[src/rtl/rload_pkg.sv]
package rload_pkg;
  localparam int XLEN = 32;
  localparam int REGW = 4;
  localparam int AMTW = $clog2(XLEN) + 1;
  localparam logic [REGW-1:0] REG_PC = '1;

  typedef enum logic [1:0] {FORM_WIDE, FORM_NARROW, FORM_COMPACT, FORM_RSVD} form_e;
  typedef enum logic [2:0] {SH_LSL, SH_LSR, SH_ASR, SH_ROR, SH_RRX} shkind_e;
  typedef enum logic [1:0] {RD_NONE, RD_UNPRIV, RD_LITERAL} redir_e;

  typedef struct packed {
    logic [REGW-1:0] dest;
    logic [REGW-1:0] base;
    logic [REGW-1:0] idx;
    shkind_e         kind;
    logic [AMTW-1:0] amt;
    logic            pre;
    logic            add;
    logic            wback;
    redir_e          redir;
    logic            bad;
  } dec_t;

  function automatic logic [XLEN-1:0] shift_apply(input logic [XLEN-1:0] v,
                                                  input shkind_e k,
                                                  input logic [AMTW-1:0] a,
                                                  input logic cin);
    logic [AMTW-2:0] r;
    r = a[AMTW-2:0];
    case (k)
      SH_LSL:  shift_apply = v << a;
      SH_LSR:  shift_apply = v >> a;
      SH_ASR:  shift_apply = $unsigned($signed(v) >>> a);
      SH_ROR:  shift_apply = (r == '0) ? v : ((v >> r) | (v << (AMTW'(XLEN) - {1'b0, r})));
      default: shift_apply = {cin, v[XLEN-1:1]};
    endcase
  endfunction

  function automatic logic [XLEN-1:0] offset_combine(input logic [XLEN-1:0] b,
                                                     input logic [XLEN-1:0] o,
                                                     input logic add);
    offset_combine = add ? (b + o) : (b - o);
  endfunction
endpackage

[src/rtl/rload_decode.sv]
module rload_decode
  import rload_pkg::*;
(
  input  form_e           form,
  input  logic [XLEN-1:0] insn,
  input  logic            cond_nonlast,
  output dec_t            dec
);
  logic [4:0] imm5;
  logic [1:0] stype;
  assign imm5  = insn[11:7];
  assign stype = insn[6:5];

  always_comb begin
    dec = '0;
    dec.kind  = SH_LSL;
    dec.redir = RD_NONE;
    case (form)
      FORM_WIDE: begin
        dec.base  = insn[19:16];
        dec.dest  = insn[15:12];
        dec.idx   = insn[3:0];
        dec.pre   = insn[24];
        dec.add   = insn[23];
        dec.wback = !insn[24] || insn[21];
        case (stype)
          2'd0: begin dec.kind = SH_LSL; dec.amt = {1'b0, imm5}; end
          2'd1: begin dec.kind = SH_LSR; dec.amt = (imm5 == '0) ? AMTW'(XLEN) : {1'b0, imm5}; end
          2'd2: begin dec.kind = SH_ASR; dec.amt = (imm5 == '0) ? AMTW'(XLEN) : {1'b0, imm5}; end
          default: begin dec.kind = (imm5 == '0) ? SH_RRX : SH_ROR; dec.amt = {1'b0, imm5}; end
        endcase
        if (!insn[24] && insn[21]) dec.redir = RD_UNPRIV;
        dec.bad = (insn[31:28] == 4'hF) || (insn[27:25] != 3'b011) || insn[22]
               || !insn[20] || insn[4] || (dec.idx == REG_PC)
               || (dec.wback && ((dec.base == REG_PC) || (dec.base == dec.dest)));
      end
      FORM_NARROW: begin
        dec.idx  = {1'b0, insn[8:6]};
        dec.base = {1'b0, insn[5:3]};
        dec.dest = {1'b0, insn[2:0]};
        dec.pre  = 1'b1;
        dec.add  = 1'b1;
        dec.bad  = (insn[15:9] != 7'b0101100);
      end
      FORM_COMPACT: begin
        dec.base = insn[19:16];
        dec.dest = insn[15:12];
        dec.idx  = insn[3:0];
        dec.amt  = {{(AMTW-2){1'b0}}, insn[5:4]};
        dec.pre  = 1'b1;
        dec.add  = 1'b1;
        if (dec.base == REG_PC) dec.redir = RD_LITERAL;
        dec.bad = (insn[31:20] != 12'b1111_1000_0101) || (insn[11:6] != '0)
               || (dec.idx == REG_PC) || ((dec.dest == REG_PC) && cond_nonlast);
      end
      default: dec.bad = 1'b1;
    endcase
  end
endmodule

[src/rtl/rload_agen.sv]
module rload_agen
  import rload_pkg::*;
(
  input  logic [XLEN-1:0] base_val,
  input  logic [XLEN-1:0] idx_val,
  input  logic            cin,
  input  shkind_e         kind,
  input  logic [AMTW-1:0] amt,
  input  logic            pre,
  input  logic            add,
  output logic [XLEN-1:0] offset_addr,
  output logic [XLEN-1:0] eff_addr
);
  logic [XLEN-1:0] offset;
  assign offset      = shift_apply(idx_val, kind, amt, cin);
  assign offset_addr = offset_combine(base_val, offset, add);
  assign eff_addr    = pre ? offset_addr : base_val;
endmodule

[src/rtl/rload_unit.sv]
module rload_unit
  import rload_pkg::*;
(
  input  logic             clk,
  input  logic             rst_n,
  input  logic             start,
  input  logic [1:0]       form,
  input  logic [XLEN-1:0]  insn,
  input  logic             cond_nonlast,
  output logic [REGW-1:0]  rf_base_sel,
  output logic [REGW-1:0]  rf_idx_sel,
  input  logic [XLEN-1:0]  rf_base_data,
  input  logic [XLEN-1:0]  rf_idx_data,
  input  logic             carry_in,
  output logic             mem_rd_valid,
  output logic [XLEN-1:0]  mem_rd_addr,
  input  logic             mem_rd_ready,
  input  logic [XLEN-1:0]  mem_rd_data,
  output logic             done,
  output logic             unpred,
  output logic [1:0]       redirect,
  output logic             rd_we,
  output logic [REGW-1:0]  rd_sel,
  output logic [XLEN-1:0]  rd_data,
  output logic             wb_we,
  output logic [REGW-1:0]  wb_sel,
  output logic [XLEN-1:0]  wb_data,
  output logic             br_valid,
  output logic [XLEN-1:0]  br_target
);
  typedef enum logic [1:0] {ST_IDLE, ST_ADDR, ST_MEM, ST_WB} st_e;
  st_e st;

  logic [XLEN-1:0] insn_q, addr_q, wbval_q, data_q;
  form_e           form_q;
  logic            cnl_q, unp_q;
  redir_e          redir_q;
  dec_t            d;
  logic [XLEN-1:0] off_addr, eff_addr;

  rload_decode u_dec (.form(form_q), .insn(insn_q), .cond_nonlast(cnl_q), .dec(d));

  rload_agen u_agen (
    .base_val(rf_base_data), .idx_val(rf_idx_data), .cin(carry_in),
    .kind(d.kind), .amt(d.amt), .pre(d.pre), .add(d.add),
    .offset_addr(off_addr), .eff_addr(eff_addr)
  );

  // Named internal events for the checker
  logic addr_phase, mem_phase, retire, mem_fire, pc_misalign, unp_now, ok_retire;
  assign addr_phase  = (st == ST_ADDR);
  assign mem_phase   = (st == ST_MEM);
  assign retire      = (st == ST_WB);
  assign mem_fire    = mem_phase && mem_rd_ready;
  assign pc_misalign = (d.dest == REG_PC) && (eff_addr[1:0] != 2'b00);
  assign unp_now     = (d.redir == RD_NONE) && (d.bad || pc_misalign);
  assign ok_retire   = retire && !unp_q && (redir_q == RD_NONE);

  always_ff @(posedge clk or negedge rst_n) begin
    if (!rst_n) begin
      st      <= ST_IDLE;
      insn_q  <= '0;
      form_q  <= FORM_WIDE;
      cnl_q   <= 1'b0;
      addr_q  <= '0;
      wbval_q <= '0;
      data_q  <= '0;
      unp_q   <= 1'b0;
      redir_q <= RD_NONE;
    end else begin
      case (st)
        ST_IDLE: if (start) begin
          insn_q <= insn;
          form_q <= form_e'(form);
          cnl_q  <= cond_nonlast;
          st     <= ST_ADDR;
        end
        ST_ADDR: begin
          addr_q  <= eff_addr;
          wbval_q <= off_addr;
          unp_q   <= unp_now;
          redir_q <= d.redir;
          st      <= (unp_now || (d.redir != RD_NONE)) ? ST_WB : ST_MEM;
        end
        ST_MEM: if (mem_rd_ready) begin
          data_q <= mem_rd_data;
          st     <= ST_WB;
        end
        default: st <= ST_IDLE;
      endcase
    end
  end

  assign rf_base_sel  = d.base;
  assign rf_idx_sel   = d.idx;
  assign mem_rd_valid = mem_phase;
  assign mem_rd_addr  = addr_q;
  assign done         = retire;
  assign unpred       = retire && unp_q;
  assign redirect     = retire ? redir_q : RD_NONE;
  assign rd_we        = ok_retire && (d.dest != REG_PC);
  assign rd_sel       = d.dest;
  assign rd_data      = data_q;
  assign br_valid     = ok_retire && (d.dest == REG_PC);
  assign br_target    = data_q;
  assign wb_we        = ok_retire && d.wback;
  assign wb_sel       = d.base;
  assign wb_data      = wbval_q;
endmodule

[config.mk]
export PLATFORM = sky130hd
export DESIGN_NAME = rload_unit
export DESIGN_NICKNAME = d
export VERILOG_FILES = /design/src/rtl/rload_pkg.sv /design/src/rtl/rload_decode.sv /design/src/rtl/rload_agen.sv /design/src/rtl/rload_unit.sv
export SDC_FILE = /design/constraint.sdc
export NUM_CORES = 1
export LEC_CHECK = 0
export BUFFER_PORTS_ARGS = -buffer_cell sky130_fd_sc_hd__buf_2
export CORE_ASPECT_RATIO = 1.4
export CORE_MARGIN = 1.5
export CORE_UTILIZATION = 40
export CTS_CLUSTER_DIAMETER = 200
export DETAILED_ROUTE_END_ITERATION = 16
export SETUP_SLACK_MARGIN = 0.2
export SLEW_MARGIN = 10
export SYNTH_ARGS = -nofsm -noshare
export SYNTH_HDL_FRONTEND = slang
export SYNTH_HIERARCHICAL = 1
export SYNTH_SLANG_ARGS = --single-unit
export TNS_END_PERCENT = 5
[constraint.sdc]
create_clock -name clk -period 6.8 [get_ports clk]
set_input_delay 1.02 -clock clk [delete_from_list [all_inputs] [get_ports clk]]
set_output_delay 1.02 -clock clk [all_outputs]
set_load 0.01 [all_outputs]
==> results.md, run 1 <==
- GR Util All Layers: 46.5%
- RSZ-0062 raised after global routing: yes
- Largest cells by area after synthesis: dfrtp_1 (19%), mux2_2 (13%), mux4_2 (12%)
- Post-synthesis sequential area ratio: 19.4%
- Total gr overflow: 0
- Tmin final: 7.01 ns
- Clock Latency Late Sink: 0.45 ns
- Core ar.: 43,100 µm²
- Routed wire per std cell: 34.8 µm
- Slew headroom: 13.5%
- Synth Area in Simple Gates: 15.8%
- Most used cell, CP: buf_4
- Warnings from Yosys: 6
- Layout Skew: 0.0129 ns
- Failing checks: setup timing
- Worst R2R End: mem_rd_addr[28]
- Reg clk slew, reported paths: 0.07 ns
- Netlist cell types: 99
- Tcrit/Tclk final: 103%
- Hold depth: 1
- HP Start: wb_data[12]
- Core Util, Final: 55.7%
- I/O Buffers: 287
- Reg2Reg Depth: 28
- Max Cap Viol: 0
- WP buf/inv: 7
- Clock Path Buffers: 2
- Post-synth top area share: 19.4%
- First-pass GRT wire length: 151,000 µm
- Worst-margin pin slew: 1.29 ns
- CTS buffer count: 17
- # fillers: 3,806
- Fin worst setup slack: -0.210 ns
- Share of layout cells above drive strength 1: 50.2%
- Data arrival, critical path: 7.33 ns
- Main synth FF type: dfrtp_1
- Synthesized instance count: 1,942
- Die H: 251 µm
- CP endpoint kind: flip-flop
- Root buf cell: clkbuf_16
- Hold endpoint: wb_data[12]
- Multiplexer share of the synthesized area: 30.1%
- Worst EP required: 7.12 ns
- Ys async rst share: 100%
- IO Count: 288
- Vias per cell: 6.81
- Die X: 180 µm
- Largest delay share family, worst path: compound AO/OA/AOI/OAI gates
- Syn_nets: 2,123
- Via count: 21,100
- Area of the multi-input gates: 13,600 µm²
- ANT nets after route: 0
- Final hold vios: 0
- Setup WS pre-CTS: -0.238 ns
- Register bit total from synthesis: 136
- Die Footprint: 45,000 µm²
- CP peak stage delay: 1.01 ns
- CTS sink count: 136
- DR DRC count: 0
- Crit Path Category: reg2reg
- Element type at the critical path start: flip-flop
- Final setup viols: 8
- Fin nets: 2,712
- Compound-cell area share of the yosys netlist: 21.1%
- Critical path's slowest cell: o31ai_1
- Vias in the first global route: 21,100
- XOR/XNOR Fraction of Synth Area: 3.15%
- Largest net degree at the start of global routing: 73
- H-Tree Depth: 4
- Crit-path max FO: 7
- Antenna violations before repair: 3
- Rows: 90
- P&R area growth vs syn: 37.3%
- Synth Area in Adders: 3.26%
- Hold-fix buffers, CTS: 0
- FF+latch area: 3400 µm²
- DRT iter0 DRCs: 2,354
- Area leader, netlist: dfrtp_1
- Initial DRT Pass Iterations: 6
- Placement Cell Area: 22,400 µm²
- Design area: 24,000 µm²
- Post-detail-place hpwl: 83,000 µm
- Reg2reg setup slack: -0.21 ns
- Number of synthesized flops with an enable pin: 0
- Outcome: complete, but fails checks
- Post-Route WL: 108,000 µm
- Syn Area/Cell: 9.01 µm²
- Worst Hold Class: reg2reg
- CTS tree: yes
- Largest family of logic cells by synthesized area: multiplexers
- Maximum clock frequency: 143 MHz
- Mapped Area: 17,500 µm²
- RR Startpoint: form_q[1]
- Starting Density: 40.6%
- Pins over their slew limit: 0
- Routability Congestion: 1.12
registers in the layout, summed over array words and instances, names as in the netlist:
| name | flops |
|---|---|
| mem_rd_addr | 32 |
| wb_data | 32 |
| redir_q | 2 |
| st | 2 |
| br_target | 32 |
| insn_q | 32 |
| unp_q | 1 |
| cnl_q | 1 |
| form_q | 2 |
stage by stage:
| stage | hold WS (ns) | cells | setup TNS [ns] |
|---|---|---|---|
| global route | 0.521 | 3096 | -1.73 |
| finish | 0.506 | 3096 | -0.802 |
| CTS | 0.507 | 3079 | 0 |
| global placement | 0.472 | 3024 | -1.48 |
| detailed placement | 0.490 | 3024 | -1.31 |
| floorplan | 0.479 | 1942 | 0 |
area by class of cell:
class | instances | share of cell area (%)
Multi-Input combinational cell | 1554 | 56.6
Timing Repair Buffer | 784 | 23.3
Sequential cell | 136 | 14.2
Tap cell | 552 | 2.87
Clock buffer | 17 | 1.77
Clock inverter | 14 | 0.651
Inverter | 38 | 0.646
Antenna cell | 1 | 0.0104
worst max-delay path by stage:
stage / startpoint / endpoint / slack [ns] / cells after the start
after detailed placement: form_q[0] / mem_rd_addr[30] / -0.24 / 32
final: form_q[1] / mem_rd_addr[28] / -0.21 / 28
after global placement: form_q[1] / mem_rd_addr[29] / -0.25 / 32
after floorplan: form_q[1] / mem_rd_addr[31] / 0.20 / 37
after global routing: form_q[0] / mem_rd_addr[28] / -0.22 / 29
after CTS: form_q[1] / mem_rd_addr[28] / 0.03 / 31
layer usage:
layer | routed length [µm] | vias up | GRT usage, %
met5 | 112 | - | 1.30
met4 | 11900 | 6 | 40.9
met3 | 10400 | 523 | 10.0
met2 | 49100 | 1643 | 75.5
met1 | 36200 | 10300 | 51.3
li1 | - | 8617 | -
logic make-up (layout without fill, tap and decap cells):
logic type,after synthesis,after routing
flip-flops,136,136
XOR/XNOR,63,63
adder cells (fa/ha/maj),45,45
multiplexers,379,379
buffers and inverters,252,853
AO/OA/AOI/OAI,525,525
AND/OR/NAND/NOR,542,542
other,0,1
cell usage after synthesis, types with 16 or more instances:
cell / instances
mux4_2: 94
o21ai_0: 84
inv_1: 36
nand2b_1: 26
nand2_1: 129
nor2_1: 152
mux2_2: 203
buf_4: 43
and2_1: 18
xor2_1: 33
and3_1: 18
a31oi_1: 31
o22ai_1: 28
a221oi_1: 16
nand3_1: 40
xnor2_1: 30
buf_1: 16
clkbuf_1: 100
mux2i_1: 68
a21o_1: 24
ha_1: 44
buf_2: 45
dfrtp_1: 136
o211ai_1: 17
a22oi_1: 24
nand4_1: 16
nor2b_1: 27
nor3_1: 29
a211oi_1: 29
a21oi_1: 94
worst register-to-register path, delay by kind of cell (launching register included):
family	cells	cell delay, ns
compound gates	9	2.96
buf+inv	7	1.08
mux	4	1.05
simple gates	4	0.62
fa+ha+maj	2	0.45
flops	1	0.41
xor+xnor	2	0.34
cells in the final DEF (no fill, tap or decap), drive strengths merged, types with 31 or more instances in the layout:
cell type and n:
ha 44, a21oi 94, inv 44, dfrtp 136
buf 782, mux2i 69, mux2 216, mux4 94
nand2 131, xor2 33, nand3 40, o21ai 87
a31oi 31, nor2 152
repair_timing:
action,in CTS,in global routing
setup buffers,21,16
cloned,3,0
endpoints found under the setup margin,26,38
pin swaps,39,37
gates resized for setup,82,65
Power of run 1 is left out: the tool's default activity adds up to more than one toggle a clock period on the data nets, which glitch-free logic cannot reach.
==> inputs of run 2 (changes only) <==
Settings changed: SKIP_LAST_GASP from default to 1.
==> results.md, run 2 (same netlist as run 1, synthesis figures left out) <==
- Starting Density: 40.6%
- Final setup viols: 6
- Slew headroom: 16.6%
- Antenna violations before repair: 3
- Worst-margin pin slew: 1.24 ns
- Core Util, Final: 55.5%
- Layout Skew: 0.0108 ns
- CTS sink count: 136
- CTS buffer count: 17
- Worst EP required: 7.12 ns
- Outcome: complete, but fails checks
- CP endpoint kind: flip-flop
- Most common cell after layout, fill and taps aside: buf_4
- Most used cell, CP: buf_4
- Data arrival, critical path: 7.24 ns
- DRT iter0 DRCs: 2,279
- Final hold vios: 0
- First-pass GRT wire length: 151,000 µm
- Max Cap Viol: 0
- CP peak stage delay: 0.97 ns
- GR Util All Layers: 46.5%
- DR DRC count: 0
- H-Tree Depth: 4
- Core ar.: 43,100 µm²
- Post-detail-place hpwl: 83,000 µm
- RR Startpoint: form_q[1]
- Worst R2R End: mem_rd_addr[28]
- ANT nets after route: 0
- Fin worst setup slack: -0.122 ns
- Critical path's slowest cell: o31ai_1
- Vias per cell: 6.80
- Met2 usage: 75.5%
- Routed wire per std cell: 34.7 µm
- P&R area growth vs syn: 36.7%
- Pins over their slew limit: 0
- Reg2Reg Depth: 28
- I/O Buffers: 287
- Fin nets: 2,712
- GRT met1 Usage: 51.3%
- IO Count: 288
- Hold-fix buffers, CTS: 0
- Reg2reg setup slack: -0.12 ns
- Initial DRT Pass Iterations: 6
- Maximum clock frequency: 144 MHz
- Routability Congestion: 1.12
- Hold depth: 1
- CTS tree: yes
- Crit Path Category: reg2reg
- Met3 global-route usage: 10.0%
- Die Footprint: 45,000 µm²
- Tcrit/Tclk final: 102%
- Die H: 251 µm
- Failing checks: setup timing
- Most frequent cells in the layout: buf_4 (461), buf_2 (286), mux2_2 (198)
- HP Start: mem_rd_addr[18]
- GRT Max-Usage Layer: met2
- Largest net degree at the start of global routing: 73
- Clock Latency Late Sink: 0.45 ns
- Hold endpoint: mem_rd_addr[18]
- Total gr overflow: 0
- Element type at the critical path start: flip-flop
- Vias in the first global route: 21,100
- Rows: 90
- Share of layout cells above drive strength 1: 49.6%
- Worst Hold Class: reg2reg
- Post-Route WL: 107,000 µm
- Root buf cell: clkbuf_16
- Reg clk slew, reported paths: 0.08 ns
- Die X: 180 µm
- Tmin final: 6.92 ns
- RSZ-0062 raised after global routing: yes
- Crit-path max FO: 7
- Via count: 21,100
- Clock Path Buffers: 2
[run 2: changes by cell type in the layout (fill, tap and decap cells not counted), moves of 2 or more]
cell      previous run  this run
a21oi_1             78        84
a21oi_2             16        10
a21boi_0             4         6
o21ai_2              6         4
[run 2: worst max path at each step]
stage / from / end / depth (start not counted)
final: form_q[1] / mem_rd_addr[28] / 28
after floorplan: form_q[1] / mem_rd_addr[31] / 37
after detailed placement: form_q[0] / mem_rd_addr[30] / 32
after global routing: form_q[1] / mem_rd_addr[31] / 30
after CTS: form_q[1] / mem_rd_addr[28] / 31
after global placement: form_q[1] / mem_rd_addr[29] / 32
[run 2: per-layer routing]
layer | share of wire (%) | up-vias | wire length [µm]
met5 | 0.10 | - | 109
li1 | - | 8632 | -
met2 | 46 | 1591 | 49200
met1 | 34 | 10300 | 36500
met3 | 9.3 | 491 | 9940
met4 | 11 | 6 | 11700
[run 2: per-stage QoR]
step                      hold WS (ns)  setup TNS [ns]  setup slack [ns]  std cells  instance area [µm²]
after floorplan                  0.479               0             0.199       1942                17700
after global placement           0.472           -1.48            -0.252       3024                22400
after detailed placement         0.490           -1.31            -0.238       3024                22400
after CTS                        0.507               0            0.0309       3079                23600
after global routing             0.521           -2.68            -0.264       3096                23900
final                            0.508          -0.465            -0.122       3096                23900
[run 2: critical path, delay by kind of cell (launching register included)]
| family | cells | cell delay (ns) |
|---|---|---|
| xor+xnor | 2 | 0.34 |
| buf+inv | 7 | 1.06 |
| fa+ha+maj | 2 | 0.45 |
| mux | 4 | 1.04 |
| simple gates | 4 | 0.56 |
| compound gates | 9 | 2.91 |
| flops | 1 | 0.40 |
[run 2: layout make-up]
| class | instances | area (µm²) |
|---|---|---|
| Antenna cell | 1 | 2.50 |
| Clock buffer | 17 | 425 |
| Clock inverter | 14 | 156 |
| Fill cell | 3823 | 19200 |
| Inverter | 38 | 148 |
| Multi-Input combinational cell | 1554 | 13500 |
| Sequential cell | 136 | 3400 |
| Tap cell | 552 | 691 |
| Timing Repair Buffer | 784 | 5590 |
[run 2: what timing repair did]
action	CTS	global route
resized for setup	82	41
setup endpoints to repair	26	38
buffers inserted	21	16
gates cloned	3	0
pin swaps	39	26
Power of run 2 is left out for the same reason.
==> inputs of run 3 (changes only) <==
Settings changed: GPL_TIMING_DRIVEN from default to 0.
==> results.md, run 3 (same netlist as run 1, synthesis figures left out) <==
- Share of layout cells above drive strength 1: 46.0%
- Vias in the first global route: 21,700
- Root buf cell: clkbuf_16
- Routability Congestion: 1.16
- Post-Route WL: 124,000 µm
- CP endpoint kind: flip-flop
- Hold-fix buffers, CTS: 0
- I/O Buffers: 285
- Maximum clock frequency: 128 MHz
- Initial DRT Pass Iterations: 7
- DR WL met2: 51,400 µm
- Core Util, Final: 53.0%
- Failing checks: setup timing
- Worst R2R End: mem_rd_addr[20]
- Fin worst setup slack: -1.01 ns
- Largest net degree at the start of global routing: 94
- Die H: 251 µm
- Max Used Layer: met5
- Via count: 22,400
- Setup WS pre-CTS: -3.18 ns
- GR Util All Layers: 53.7%
- Vias per cell: 7.67
- H-Tree Depth: 4
- RSZ-0062 raised after global routing: yes
- Most common cell after layout, fill and taps aside: buf_2
- Hold slack: 0.485 ns
- Worst-margin pin slew: 1.46 ns
- Clock Path Buffers: 2
- Worst EP required: 7.13 ns
- P&R area growth vs syn: 30.5%
- Critical path's slowest cell: o21ai_0
- # fillers: 3,811
- Total gr overflow: 0
- Tcrit/Tclk final: 115%
- Design area: 22,800 µm²
- Data arrival, critical path: 8.15 ns
- Crit path from: form_q[1]
- Starting Density: 40.6%
- CTS tree: yes
- Reg clk slew, reported paths: 0.07 ns
- Die Footprint: 45,000 µm²
- Core ar.: 43,100 µm²
- CTS sink count: 136
- Clock Latency Late Sink: 0.45 ns
- Most used cell, CP: a21o_1
- Placement Cell Area: 19,900 µm²
- Critical path endpoint: mem_rd_addr[20]
- RR Startpoint: form_q[1]
- Outcome: complete, but fails checks
- First-pass GRT wire length: 170,000 µm
- Post-detail-place hpwl: 88,300 µm
- Final setup viols: 41
- ANT nets after route: 0
- DR DRC count: 0
- Layout Skew: 0.00837 ns
- Final hold vios: 0
- Worst Hold Class: in2async
- CP peak stage delay: 0.73 ns
- Antenna violations before repair: 17
- Crit Path Category: reg2reg
- Element type at the critical path start: flip-flop
- Die X: 180 µm
- IO Count: 288
- Reg2reg setup slack: -1.01 ns
- Rows: 90
- Met3 WL: 17,200 µm
- Tmin final: 7.81 ns
- Max Cap Viol: 0
- Met1 WL: 39,400 µm
- CTS buffer count: 17
- Most frequent cells in the layout: buf_2 (315), mux2_2 (200), buf_4 (157)
- Fin nets: 2,533
- Routed wire per std cell: 42.5 µm
- Slew headroom: 2.63%
- DRT iter0 DRCs: 3,460
- Pins over their slew limit: 0
- Reg2Reg Depth: 28
- Crit-path max FO: 10
==> run 3: cell count changes in the layout (fill, tap and decap cells not counted), moves of 7 or more <==
cell	change
a21oi_1	-11
a21oi_2	+7
buf_12	-8
buf_2	+29
buf_4	-304
clkbuf_1	+55
clkbuf_2	+22
clkbuf_4	+11
diode_2	+7
mux2i_1	-11
mux2i_2	+7
==> run 3: repair_timing <==
action / CTS / global route
setup buffers: 82 / 17
setup endpoints to repair: 64 / 51
pin swaps: 62 / 49
endpoints found under the hold margin: 0 / 0
resized for setup: 286 / 92
==> run 3: per-layer routing <==
layer / vias up / track usage, %
met4: 20 / 54.9
met3: 959 / 25.9
met1: 10800 / 55.7
met2: 2333 / 77.2
met5: - / 1.95
li1: 8279 / -
==> run 3: metrics by stage <==
step | setup TNS (ns) | cells
2_1_floorplan | 0 | 1942
3_3_place_gp | -124.08 | 2779
3_5_place_dp | -122.49 | 2786
4_1_cts | -1.58 | 2899
5_1_grt | -19.97 | 2918
6_report | -24.37 | 2925
==> run 3: layout make-up <==
class                           instances  area (µm²)  share of cell area, %
Tap cell                              552         691                   3.02
Clock inverter                         14         153                  0.668
Antenna cell                            8        20.0                 0.0876
Timing Repair Buffer                  392        2290                   10.0
Sequential cell                       136        3400                   14.9
Inverter                               38         170                  0.745
Clock buffer                           18         439                   1.92
Multi-Input combinational cell       1554       14100                   61.7
Buffer                                213        1570                   6.88
==> run 3: critical path: cells and delay by family, from the launching register on <==
family	cells	cell delay (ns)
mux	2	0.54
xor+xnor	2	0.41
compound gates	14	3.97
flops	1	0.41
simple gates	3	1.01
buf+inv	5	0.81
fa+ha+maj	2	0.53
==> run 3: how the worst min path moves through the flow <==
stage,slack [ns],cells past startpoint,from,to
2_1_floorplan,0.48,1,insn_q[28],insn_q[28]
3_3_place_gp,0.47,1,mem_rd_addr[30],mem_rd_addr[30]
3_5_place_dp,0.49,1,mem_rd_addr[1],mem_rd_addr[1]
4_1_cts,0.49,1,rst_n,insn_q[9]
5_1_grt,0.52,1,rst_n,insn_q[14]
6_report,0.49,1,rst_n,insn_q[9]
Power of run 3 is left out for the same reason.
